File: src/rtl/dmax_pkg.sv
package dmax_pkg;

   // control word bit positions (software-visible encoding)
   localparam int CTRL_EN_BIT   = 31;
   localparam int CTRL_WID_LSB  = 25;
   localparam int CTRL_DINC_BIT = 24;
   localparam int CTRL_SINC_BIT = 23;

   // per-channel register index within an 8-word slot
   localparam int RIX_CTRL   = 0;
   localparam int RIX_COUNT  = 1;
   localparam int RIX_SRC_HI = 2;
   localparam int RIX_SRC_LO = 3;
   localparam int RIX_DST_HI = 4;
   localparam int RIX_DST_LO = 5;
   localparam int RIX_CHN_HI = 6;
   localparam int RIX_CHN_LO = 7;

   localparam int STATUS_OFF = 32;

   typedef enum logic [1:0] {
      MV_IDLE,
      MV_RD,
      MV_RWAIT,
      MV_WR
   } mv_state_t;

   typedef struct packed {
      logic [1:0] wcode;
      logic       src_inc;
      logic       dst_inc;
   } xfer_mode_t;

   function automatic logic [63:0] lane_mask(input logic [1:0] code);
      logic [63:0] m;
      case (code)
         2'd0:    m = 64'h0000_0000_0000_00FF;
         2'd1:    m = 64'h0000_0000_0000_FFFF;
         2'd2:    m = 64'h0000_0000_FFFF_FFFF;
         default: m = 64'hFFFF_FFFF_FFFF_FFFF;
      endcase
      return m;
   endfunction

   function automatic logic [63:0] elem_bytes(input logic [1:0] code);
      return 64'(1) << code;
   endfunction

endpackage

File: src/rtl/dmax_chan.sv
module dmax_chan
   import dmax_pkg::*;
#(
   parameter int CNT_W = 16
) (
   input  logic             clk,
   input  logic             rst_n,
   input  logic             wr_en,
   input  logic [2:0]       reg_idx,
   input  logic [31:0]      wdata,
   input  logic             done,
   output logic [31:0]      rword,
   output logic             busy,
   output logic [63:0]      src,
   output logic [63:0]      dst,
   output xfer_mode_t       mode,
   output logic [CNT_W-1:0] count
);

   logic [31:0] ctrl_q;
   logic [31:0] cnt_q;
   logic [63:0] src_q;
   logic [63:0] dst_q;
   logic [63:0] chn_q;
   logic        busy_q;
   logic        launch;

   assign launch = wr_en && (reg_idx == 3'(RIX_CTRL)) && wdata[CTRL_EN_BIT]
                   && (cnt_q[CNT_W-1:0] != '0) && !busy_q;

   always_ff @(posedge clk or negedge rst_n) begin
      if (!rst_n) begin
         ctrl_q <= '0;
         cnt_q  <= '0;
         src_q  <= '0;
         dst_q  <= '0;
         chn_q  <= '0;
      end else if (wr_en) begin
         case (reg_idx)
            3'(RIX_CTRL):   if (!busy_q) ctrl_q <= wdata;
            3'(RIX_COUNT):  cnt_q <= wdata;
            3'(RIX_SRC_HI): src_q[63:32] <= wdata;
            3'(RIX_SRC_LO): src_q[31:0]  <= wdata;
            3'(RIX_DST_HI): dst_q[63:32] <= wdata;
            3'(RIX_DST_LO): dst_q[31:0]  <= wdata;
            3'(RIX_CHN_HI): chn_q[63:32] <= wdata;
            default:        chn_q[31:0]  <= wdata;
         endcase
      end
   end

   always_ff @(posedge clk or negedge rst_n) begin
      if (!rst_n)      busy_q <= 1'b0;
      else if (done)   busy_q <= 1'b0;
      else if (launch) busy_q <= 1'b1;
   end

   always_comb begin
      case (reg_idx)
         3'(RIX_CTRL):   rword = ctrl_q;
         3'(RIX_COUNT):  rword = cnt_q;
         3'(RIX_SRC_HI): rword = src_q[63:32];
         3'(RIX_SRC_LO): rword = src_q[31:0];
         3'(RIX_DST_HI): rword = dst_q[63:32];
         3'(RIX_DST_LO): rword = dst_q[31:0];
         3'(RIX_CHN_HI): rword = chn_q[63:32];
         default:        rword = chn_q[31:0];
      endcase
   end

   assign busy         = busy_q;
   assign src          = src_q;
   assign dst          = dst_q;
   assign count        = cnt_q[CNT_W-1:0];
   assign mode.wcode   = ctrl_q[CTRL_WID_LSB+1:CTRL_WID_LSB];
   assign mode.src_inc = ctrl_q[CTRL_SINC_BIT];
   assign mode.dst_inc = ctrl_q[CTRL_DINC_BIT];

endmodule

File: src/rtl/dmax_regif.sv
module dmax_regif
   import dmax_pkg::*;
#(
   parameter int NCH    = 4,
   parameter int DCR_AW = 10
) (
   input  logic                  clk,
   input  logic                  rst_n,
   input  logic                  dcr_wr,
   input  logic                  dcr_rd,
   input  logic [DCR_AW-1:0]     dcr_addr,
   input  logic [31:0]           dcr_wdata,
   output logic [31:0]           dcr_rdata,
   output logic [NCH-1:0]        ch_wr_en,
   output logic [2:0]            reg_idx,
   input  logic [NCH-1:0][31:0]  ch_rwords,
   input  logic [NCH-1:0]        done_vec
);

   localparam int CHAN_SPAN = NCH * 8;

   logic             hit_chan;
   logic             hit_stat;
   logic [2:0]       ch_sel;
   logic [NCH-1:0]   status_q;
   logic [NCH-1:0]   clr_mask;
   logic [31:0]      rd_next;

   assign hit_chan = dcr_addr < DCR_AW'(CHAN_SPAN);
   assign hit_stat = dcr_addr == DCR_AW'(STATUS_OFF);
   assign ch_sel   = dcr_addr[5:3];
   assign reg_idx  = dcr_addr[2:0];

   for (genvar g = 0; g < NCH; g++) begin : g_wen
      assign ch_wr_en[g] = dcr_wr && hit_chan && (ch_sel == 3'(g));
   end

   always_comb begin
      rd_next = '0;
      if (hit_chan) begin
         for (int i = 0; i < NCH; i++) begin
            if (ch_sel == 3'(i)) rd_next = ch_rwords[i];
         end
      end else if (hit_stat) begin
         rd_next = 32'(status_q);
      end
   end

   assign clr_mask = (dcr_wr && hit_stat) ? dcr_wdata[NCH-1:0] : '0;

   always_ff @(posedge clk or negedge rst_n) begin
      if (!rst_n) status_q <= '0;
      else        status_q <= (status_q & ~clr_mask) | done_vec;
   end

   always_ff @(posedge clk or negedge rst_n) begin
      if (!rst_n)      dcr_rdata <= '0;
      else if (dcr_rd) dcr_rdata <= rd_next;
   end

endmodule

File: src/rtl/dmax_mover.sv
module dmax_mover
   import dmax_pkg::*;
#(
   parameter int NCH    = 4,
   parameter int CNT_W  = 16,
   parameter int MEM_AW = 64
) (
   input  logic                        clk,
   input  logic                        rst_n,
   input  logic [NCH-1:0]              busy_vec,
   input  logic [NCH-1:0][63:0]        src_all,
   input  logic [NCH-1:0][63:0]        dst_all,
   input  xfer_mode_t [NCH-1:0]        mode_all,
   input  logic [NCH-1:0][CNT_W-1:0]   cnt_all,
   output logic [NCH-1:0]              done_vec,
   output logic                        mem_req_valid,
   input  logic                        mem_req_ready,
   output logic                        mem_req_we,
   output logic [MEM_AW-1:0]           mem_req_addr,
   output logic [1:0]                  mem_req_size,
   output logic [63:0]                 mem_req_wdata,
   input  logic                        mem_rsp_valid,
   input  logic [63:0]                 mem_rsp_rdata
);

   localparam int CH_W = (NCH > 1) ? $clog2(NCH) : 1;

   mv_state_t        state_q;
   logic [CH_W-1:0]  cur_ch_q;
   logic [CH_W-1:0]  pick;
   logic [63:0]      src_q;
   logic [63:0]      dst_q;
   logic [CNT_W-1:0] remain_q;
   xfer_mode_t       mode_q;
   logic [63:0]      data_q;
   logic [63:0]      step;
   logic [63:0]      addr_full;
   logic             wr_accept;
   logic             last_elem;

   // lowest-numbered waiting channel wins
   always_comb begin
      pick = '0;
      for (int i = NCH - 1; i >= 0; i--) begin
         if (busy_vec[i]) pick = CH_W'(i);
      end
   end

   assign step      = elem_bytes(mode_q.wcode);
   assign wr_accept = (state_q == MV_WR) && mem_req_ready;
   assign last_elem = remain_q == CNT_W'(1);

   always_ff @(posedge clk or negedge rst_n) begin
      if (!rst_n) begin
         state_q  <= MV_IDLE;
         cur_ch_q <= '0;
         src_q    <= '0;
         dst_q    <= '0;
         remain_q <= '0;
         mode_q   <= '0;
         data_q   <= '0;
      end else begin
         case (state_q)
            MV_IDLE: begin
               if (|busy_vec) begin
                  cur_ch_q <= pick;
                  src_q    <= src_all[pick];
                  dst_q    <= dst_all[pick];
                  mode_q   <= mode_all[pick];
                  remain_q <= cnt_all[pick];
                  state_q  <= MV_RD;
               end
            end
            MV_RD: begin
               if (mem_req_ready) state_q <= MV_RWAIT;
            end
            MV_RWAIT: begin
               if (mem_rsp_valid) begin
                  data_q  <= mem_rsp_rdata & lane_mask(mode_q.wcode);
                  state_q <= MV_WR;
               end
            end
            default: begin
               if (mem_req_ready) begin
                  if (mode_q.src_inc) src_q <= src_q + step;
                  if (mode_q.dst_inc) dst_q <= dst_q + step;
                  remain_q <= remain_q - CNT_W'(1);
                  state_q  <= last_elem ? MV_IDLE : MV_RD;
               end
            end
         endcase
      end
   end

   for (genvar g = 0; g < NCH; g++) begin : g_done
      assign done_vec[g] = wr_accept && last_elem && (cur_ch_q == CH_W'(g));
   end

   assign addr_full     = (state_q == MV_WR) ? dst_q : src_q;
   assign mem_req_valid = (state_q == MV_RD) || (state_q == MV_WR);
   assign mem_req_we    = state_q == MV_WR;
   assign mem_req_size  = mode_q.wcode;
   assign mem_req_wdata = data_q;

   if (MEM_AW == 64) begin : g_addr_full
      assign mem_req_addr = addr_full;
   end else begin : g_addr_trunc
      logic [63-MEM_AW:0] addr_hi_unused;
      assign mem_req_addr   = addr_full[MEM_AW-1:0];
      assign addr_hi_unused = addr_full[63:MEM_AW];
   end

endmodule

File: src/rtl/dmax_engine.sv
module dmax_engine
   import dmax_pkg::*;
#(
   parameter int NCH    = 4,
   parameter int DCR_AW = 10,
   parameter int CNT_W  = 16,
   parameter int MEM_AW = 64
) (
   input  logic              clk,
   input  logic              rst_n,
   input  logic              dcr_wr,
   input  logic              dcr_rd,
   input  logic [DCR_AW-1:0] dcr_addr,
   input  logic [31:0]       dcr_wdata,
   output logic [31:0]       dcr_rdata,
   output logic [NCH-1:0]    dma_busy,
   output logic              mem_req_valid,
   input  logic              mem_req_ready,
   output logic              mem_req_we,
   output logic [MEM_AW-1:0] mem_req_addr,
   output logic [1:0]        mem_req_size,
   output logic [63:0]       mem_req_wdata,
   input  logic              mem_rsp_valid,
   input  logic [63:0]       mem_rsp_rdata
);

   if (NCH < 1 || NCH > 4) begin : g_bad_nch
      $error("dmax_engine: NCH must be 1..4 so channels fit below the status word");
   end
   if (DCR_AW < 6) begin : g_bad_aw
      $error("dmax_engine: DCR_AW must cover offsets up to 0x3F");
   end
   if (CNT_W < 1 || CNT_W > 32) begin : g_bad_cnt
      $error("dmax_engine: CNT_W must be 1..32");
   end
   if (MEM_AW < 12 || MEM_AW > 64) begin : g_bad_maw
      $error("dmax_engine: MEM_AW must be 12..64");
   end

   logic [NCH-1:0]             ch_wr_en;
   logic [2:0]                 reg_idx;
   logic [NCH-1:0][31:0]       ch_rwords;
   logic [NCH-1:0]             done_vec;
   logic [NCH-1:0][63:0]       src_all;
   logic [NCH-1:0][63:0]       dst_all;
   xfer_mode_t [NCH-1:0]       mode_all;
   logic [NCH-1:0][CNT_W-1:0]  cnt_all;

   dmax_regif #(
      .NCH    (NCH),
      .DCR_AW (DCR_AW)
   ) u_regif (
      .clk       (clk),
      .rst_n     (rst_n),
      .dcr_wr    (dcr_wr),
      .dcr_rd    (dcr_rd),
      .dcr_addr  (dcr_addr),
      .dcr_wdata (dcr_wdata),
      .dcr_rdata (dcr_rdata),
      .ch_wr_en  (ch_wr_en),
      .reg_idx   (reg_idx),
      .ch_rwords (ch_rwords),
      .done_vec  (done_vec)
   );

   for (genvar g = 0; g < NCH; g++) begin : g_ch
      dmax_chan #(
         .CNT_W (CNT_W)
      ) u_chan (
         .clk     (clk),
         .rst_n   (rst_n),
         .wr_en   (ch_wr_en[g]),
         .reg_idx (reg_idx),
         .wdata   (dcr_wdata),
         .done    (done_vec[g]),
         .rword   (ch_rwords[g]),
         .busy    (dma_busy[g]),
         .src     (src_all[g]),
         .dst     (dst_all[g]),
         .mode    (mode_all[g]),
         .count   (cnt_all[g])
      );
   end

   dmax_mover #(
      .NCH    (NCH),
      .CNT_W  (CNT_W),
      .MEM_AW (MEM_AW)
   ) u_mover (
      .clk           (clk),
      .rst_n         (rst_n),
      .busy_vec      (dma_busy),
      .src_all       (src_all),
      .dst_all       (dst_all),
      .mode_all      (mode_all),
      .cnt_all       (cnt_all),
      .done_vec      (done_vec),
      .mem_req_valid (mem_req_valid),
      .mem_req_ready (mem_req_ready),
      .mem_req_we    (mem_req_we),
      .mem_req_addr  (mem_req_addr),
      .mem_req_size  (mem_req_size),
      .mem_req_wdata (mem_req_wdata),
      .mem_rsp_valid (mem_rsp_valid),
      .mem_rsp_rdata (mem_rsp_rdata)
   );

endmodule

File: config.mk
export PLATFORM = sky130hd
export DESIGN_NAME = dmax_engine
export DESIGN_NICKNAME = d
export VERILOG_FILES = /design/src/rtl/dmax_pkg.sv /design/src/rtl/dmax_chan.sv /design/src/rtl/dmax_regif.sv /design/src/rtl/dmax_mover.sv /design/src/rtl/dmax_engine.sv
export SDC_FILE = /design/constraint.sdc
export NUM_CORES = 2
export LEC_CHECK = 0
export BUFFER_PORTS_ARGS = -buffer_cell sky130_fd_sc_hd__buf_2
export CAP_MARGIN = 40
export CORE_MARGIN = 5
export CORE_UTILIZATION = 45
export DETAILED_ROUTE_END_ITERATION = 8
export HOLD_SLACK_MARGIN = 0.1
export PLACE_DENSITY = 0.59
export SLEW_MARGIN = 5
export SYNTH_ARGS = -nofsm -noshare
export SYNTH_HDL_FRONTEND = slang
export SYNTH_SLANG_ARGS = --single-unit
File: constraint.sdc
create_clock -name clk -period 8.1 [get_ports clk]
set_input_delay 1.62 -clock clk [delete_from_list [all_inputs] [get_ports clk]]
set_output_delay 1.62 -clock clk [all_outputs]
set_load 0.01 [all_outputs]
== Word-level counts from Yosys, hierarchy flattened ==
Cells that the tools add are included.
Storage, ports and cells
  register bits: 1280
  input bits: 112
  output and inout port bits: 168
  word-level logic and storage cells: 228
Cells by class
  $add $sub $neg: 3
  order comparisons: 2
  eq/ne operators: 22
  shift operators: 1
  muxes and demuxes: 52
  bitwise operators: 10
  reduce and logical (&&, ||, !) cells: 91
Operators with widths (count)
  32-bit one-hot mux with 7 select lines: 4
  64-bit 2-to-1 mux: 11
  64-bit binary-select mux with 2-bit select: 2
  64-bit one-hot mux with 2 select lines: 2
  64-bit one-hot mux with 3 select lines: 1
  32-bit 2-to-1 mux: 5
  64-bit adder: 2
  64-bit bitwise AND: 1
  16-bit nonzero test: 4
  1-bit by 2-bit left shift with 64-bit output, first input constant: 1
  2-bit AND reduction: 30
  16-bit 2-to-1 mux: 3
  16-bit binary-select mux with 2-bit select: 1
  16-bit one-hot mux with 2 select lines: 1
  1-bit logical AND: 28
  16-bit by 1-bit equality test with 1-bit output, second input constant: 1
  2-bit 2-to-1 mux: 8
  16-bit by 1-bit subtractor with 16-bit output, second input constant: 1
  3-bit AND reduction: 5
  2-bit nonzero test: 7
  3-bit by 2-bit equality test with 1-bit output, second input constant: 4
  4-bit 2-to-1 mux: 3
  4-bit AND reduction: 3
  10-bit by 6-bit equality test with 1-bit output, second input constant: 1
  23 further kinds: 52

== Depth between registers and ports, before layout ==
  depth after elaboration: 9
  depth in mapped cells: 12
  depth with buffers taken out: 9

== Hierarchy ==
Synthesis repeated with hierarchy kept, for this count alone.
Unflattened totals
  cell total of the unflattened synthesis: 5317
  area total of the unflattened synthesis: 65745.6 um2
By module, submodules not included
  dmax_chan: instances 4, cells an instance 836, area an instance 11571.1 um2, seq. area each 6431.2 um2
  dmax_mover: instances 1, cells an instance 1713, area an instance 16948.8 um2, seq. area each 5405.2 um2
  dmax_regif: instances 1, cells an instance 260, area an instance 2512.4 um2, seq. area each 900.9 um2

== Worst setup path after synthesis ==
No wires, ideal clock.
  kind: input -> register
  start point: input dcr_addr[7]
  end point: register g_ch[0].u_chan.cnt_q[10]
  setup time: 0.125 ns
  arrival: 3.469 ns
  required time: 7.975 ns
  slack: 4.506 ns
  stages: 7
  buffers on the path: 2
  cell sequence: nor4_1 > nor2b_1 > buf_2 > nand3_1 > nor3_1 > buf_2 > mux2_2
On the way
  longest elaborated chain between the ends: 4
Ends and longest elaborated chain
  start, declared: RTL line dmax_engine.sv:13  | input logic [DCR_AW-1:0] dcr_addr,
  10-bit by 6-bit < comparator with 1-bit output: RTL line dmax_regif.sv:29  | assign hit_chan = dcr_addr < DCR_AW'(CHAN_SPAN);
  1-bit logical AND (2 in a row): RTL line dmax_regif.sv:35  | assign ch_wr_en[g] = dcr_wr && hit_chan && (ch_sel == 3'(g));
  2-bit AND reduction (no source line)
  end signal, assigned: RTL line dmax_chan.sv:41  | 3'(RIX_COUNT): cnt_q <= wdata;
  end, declared: RTL line dmax_chan.sv:21  | logic [31:0] cnt_q;
No other way between the ends.
A chain may end at the register's enable or synchronous reset.

== Worst setup path after layout ==
  start point: input dcr_addr[7]
  end point: register g_ch[1].u_chan.ctrl_q[4]
On the way
  longest elaborated chain between the ends: 4
Ends and longest elaborated chain
  10-bit by 6-bit < comparator with 1-bit output: RTL line dmax_regif.sv:29
  1-bit logical AND (2 in a row): RTL line dmax_regif.sv:35
  3-bit AND reduction (no source line)
  end signal, assigned: RTL line dmax_chan.sv:40  | 3'(RIX_CTRL): if (!busy_q) ctrl_q <= wdata;
  end, declared: RTL line dmax_chan.sv:20  | logic [31:0] ctrl_q;
No other way between the ends.

==> results.py <==
metrics = {
    "grt": {
        "grt_max_degree": 157,
        "antenna_found_initial": 46,
        "grt_overflow": 0,
        "grt_pass1_wl_mm": 403,
        "grt_pass1_vias": 51745,
        "track_usage": 0.359,
    },
    "setup_path": {
        "ff2ff_path_depth": 10,
        "r2r_start": "u_mover.mem_req_size[0]",
        "r2r_end": "u_mover.src_q[54]",
        "r2r_slack_ns": 4.35,
        "cp_cell_sequence": "buf_2 > nor4_2 > nor2b_1 > nand3_1 > nor3_4 > buf_4 > mux2_2",
        "cp-startpoint": "dcr_addr[7]",
        "criticalPathCategory": "primary input to flop",
        "crit_end": "g_ch[1].u_chan.ctrl_q[4]",
        "cpPeakStageDelay_ns": 0.83,
        "arrival_ns": 5.53,
        "end_kind": "flop",
        "worst_path_max_delay_cell": "nor3_4",
        "critPathLaunchType": "primary input",
        "required_ns": 8.77,
        "cp_max_fo": 23,
    },
    "logic_synthesis": {
        "synthDistinctLibCells": 99,
        "avgSynthCellArea_um2": 12.0,
        "synth_flop_cell": "dfrtp_1",
        "yosysWarnings": 0,
        "ys_async_sr_fraction": 1.00,
        "ys_seq_area_frac": 0.482,
        "synth-edff-count": 0,
        "synth_area_mm2": 0.0664,
        "syn_nets": 5668,
        "ys_ff_latch": 1280,
        "syn_inst": 5544,
    },
    "cells_and_area": {
        "fill_cells": 12806,
        "fin_cells": 7672,
        "drive_above_1_share": 0.379,
        "final_cell_mix": "dfrtp_1, mux2_2, nand2_1, buf_2, o21ai_0",
        "final_nets": 5725,
        "layout_commonest_cell": "dfrtp_1",
        "syn_to_final_growth_pct": 13.3,
    },
    "route": {
        "detail_route.wl_per_cell_um": 37.1,
        "drt-pass1-iter-count": 9,
        "wl_mm": 285,
        "detail-route-antenna-nets": 0,
        "vias": 53404,
        "drc": 0,
        "drt-initial-drc-count": 7262,
        "via_per_inst": 6.96,
    },
    "sta": {
        "final.min_clock_period_ns": 4.86,
        "period_share": 0.600,
        "final_max_slew_viol_count": 0,
        "tns_ns": 0,
        "clock.fmax_ghz": 0.206,
        "rsz0062_at_grt": "false",
        "worst_slew_pin_slew_ns": 1.02,
        "fin_skew_ns": 0.0337,
        "relSlewSlack": 0.321,
        "hold_viol_final": 0,
        "setup_viol": 0,
    },
    "min_path": {
        "hp-start": "u_mover.mem_req_wdata[22]",
        "worstHoldPathCells": 2,
        "hp-class": "flop to flop",
    },
    "die": {
        "dieArea_mm2": 0.155,
        "coreArea_mm2": 0.147,
        "initial_core_util": 0.451,
        "io_pins": 280,
        "dieWidth_um": 394,
        "rows": 141,
        "fp.dieH_um": 394,
    },
    "placed_design": {
        "hpwl_mm": 189,
        "gp_congestion": 0.980,
        "portBuffers": 279,
        "place_inst": 7385,
    },
    "power": {
        "total_power_uw": 17300,
        "power_density_mw_per_mm2": 230,
        "peakVddDrop_uv": 220,
        "leakage_uw": 0.0342,
    },
    "clocking": {
        "cts_buffers": 144,
        "cts_hold_buf": 0,
        "h-tree-depth": 4,
        "clock_latency_ns": 0.81,
        "cts_tree": "built",
        "clkSinkCount": 1280,
        "post_cts_resized": 0,
        "cts_buffer_depth": 3,
        "cts_setup_buffers": 0,
        "clockRootBuffer": "clkbuf_16",
        "clk_pin_slew_worst_paths_ns": 0.06,
    },
    "status": {
        "outcome": "completed",
    },
    "run": {
        "drv_cap": 0,
    },
}
[cells in the mapped netlist, types with 10 or more instances]
master / n / share of area
a221oi_1: 64 / 0.0084
inv_1: 29 / 0.0016
nor4_1: 48 / 0.0045
nand2_1: 326 / 0.018
nor2_1: 227 / 0.013
o21ai_0: 225 / 0.017
o221a_2: 11 / 0.0019
and4_1: 14 / 0.0018
nand4_1: 59 / 0.0056
a22o_1: 65 / 0.0086
a21o_1: 10 / 0.0011
o211ai_1: 30 / 0.0034
dfrtp_1: 1280 / 0.48
a211oi_1: 41 / 0.0046
or3_1: 14 / 0.0013
mux4_2: 186 / 0.063
nor3_1: 89 / 0.0067
and2_1: 18 / 0.0017
buf_2: 156 / 0.012
clkbuf_1: 325 / 0.018
a222oi_1: 15 / 0.0023
and3_1: 47 / 0.0044
mux2i_1: 175 / 0.026
a22oi_1: 60 / 0.0068
nor3b_1: 13 / 0.0015
nor2b_1: 13 / 0.0012
buf_1: 57 / 0.0032
a221o_1: 24 / 0.0036
nand2b_1: 14 / 0.0013
nand3_1: 99 / 0.0075
a21oi_1: 191 / 0.014
o22ai_1: 126 / 0.012
a311oi_1: 15 / 0.0020
a31oi_1: 36 / 0.0034
o221ai_1: 46 / 0.0061
o2bb2ai_1: 36 / 0.0047
mux2_2: 1170 / 0.20
a2111oi_0: 10 / 0.0013
ha_1: 12 / 0.0023
[cell families (layout without fill, tap and decap cells)]
kind of cell | Yosys count | in the layout | synth area share
muxes | 1539 | 1539 | 0.289
DFF | 1280 | 1280 | 0.482
AOI/OAI and AO/OA | 1087 | 1087 | 0.113
and+or+nand+nor | 1037 | 1037 | 0.0765
buffers and inverters | 582 | 757 | 0.0365
adders and majority gates | 14 | 14 | 0.00256
xor gates and xnor gates | 5 | 5 | 0.000659
other | 0 | 23 | 0
[where the power goes]
part	switching, µW	internal [µW]
registers	464	6690
logic	2070	1130
clock network	2880	4060
[metal layers]
layer	vias up	wire [µm]	track usage
met3	856	35900	0.133
met5	-	401	0
met1	27854	109000	0.468
met2	3551	123000	0.527
li1	21115	-	-
met4	28	16700	0.179
[worst min path at each step]
stage | end
floorplan | u_regif.status_q[0]
CTS | u_mover.mem_req_wdata[22]
detailed placement | u_mover.mem_req_wdata[22]
finish | u_mover.mem_req_wdata[22]
global route | u_mover.mem_req_wdata[27]
global placement | u_mover.mem_req_wdata[21]
[layout make-up]
type | instances | area [µm²] | share of cell area
clock inverter | 45 | 586 | 0.00778
timing repair buffer | 461 | 3260 | 0.0433
antenna | 23 | 57.6 | 0.000765
tap | 1930 | 2410 | 0.0321
inverter | 32 | 123 | 0.00163
sequential | 1280 | 32000 | 0.426
clock buffer | 219 | 4370 | 0.0581
multi-input combinational | 3682 | 32400 | 0.431
[sequential cells by signal (all words and copies together) (netlist names)]
register,flops
u_mover.remain_q,16
g_ch.u_chan.busy,4
g_ch.u_chan.chn_q,256
u_regif.dcr_rdata,32
g_ch.u_chan.cnt_q,128
u_mover.src_q,64
u_regif.status_q,4
u_mover.cur_ch_q,2
g_ch.u_chan.ctrl_q,128
u_mover.mode_q,2
g_ch.u_chan.dst,256
u_mover.dst_q,64
u_mover.mem_req_size,2
u_mover.state_q,2
u_mover.mem_req_wdata,64
g_ch.u_chan.src,256
[critical path, delay by kind of cell]
| family | cells | cell delay (ns) |
|---|---|---|
| multiplexers | 1 | 0.40 |
| AND/OR/NAND/NOR | 4 | 2.72 |
| buffers and inverters | 2 | 0.73 |
[per-stage QoR]
step / area [µm²] / hold WS [ns] / setup slack, ns / utilization
2_1_floorplan: 66400 / 0.448 / 4.51 / -
3_3_place_gp: 69700 / 0.457 / 2.60 / 0.473
3_5_place_dp: 70200 / 0.466 / 2.58 / 0.477
4_1_cts: 75200 / 0.479 / 3.42 / 0.511
5_1_grt: 75200 / 0.490 / 3.29 / 0.511
6_report: 75300 / 0.475 / 3.24 / 0.511
Power figures use the tool's default switching activity.
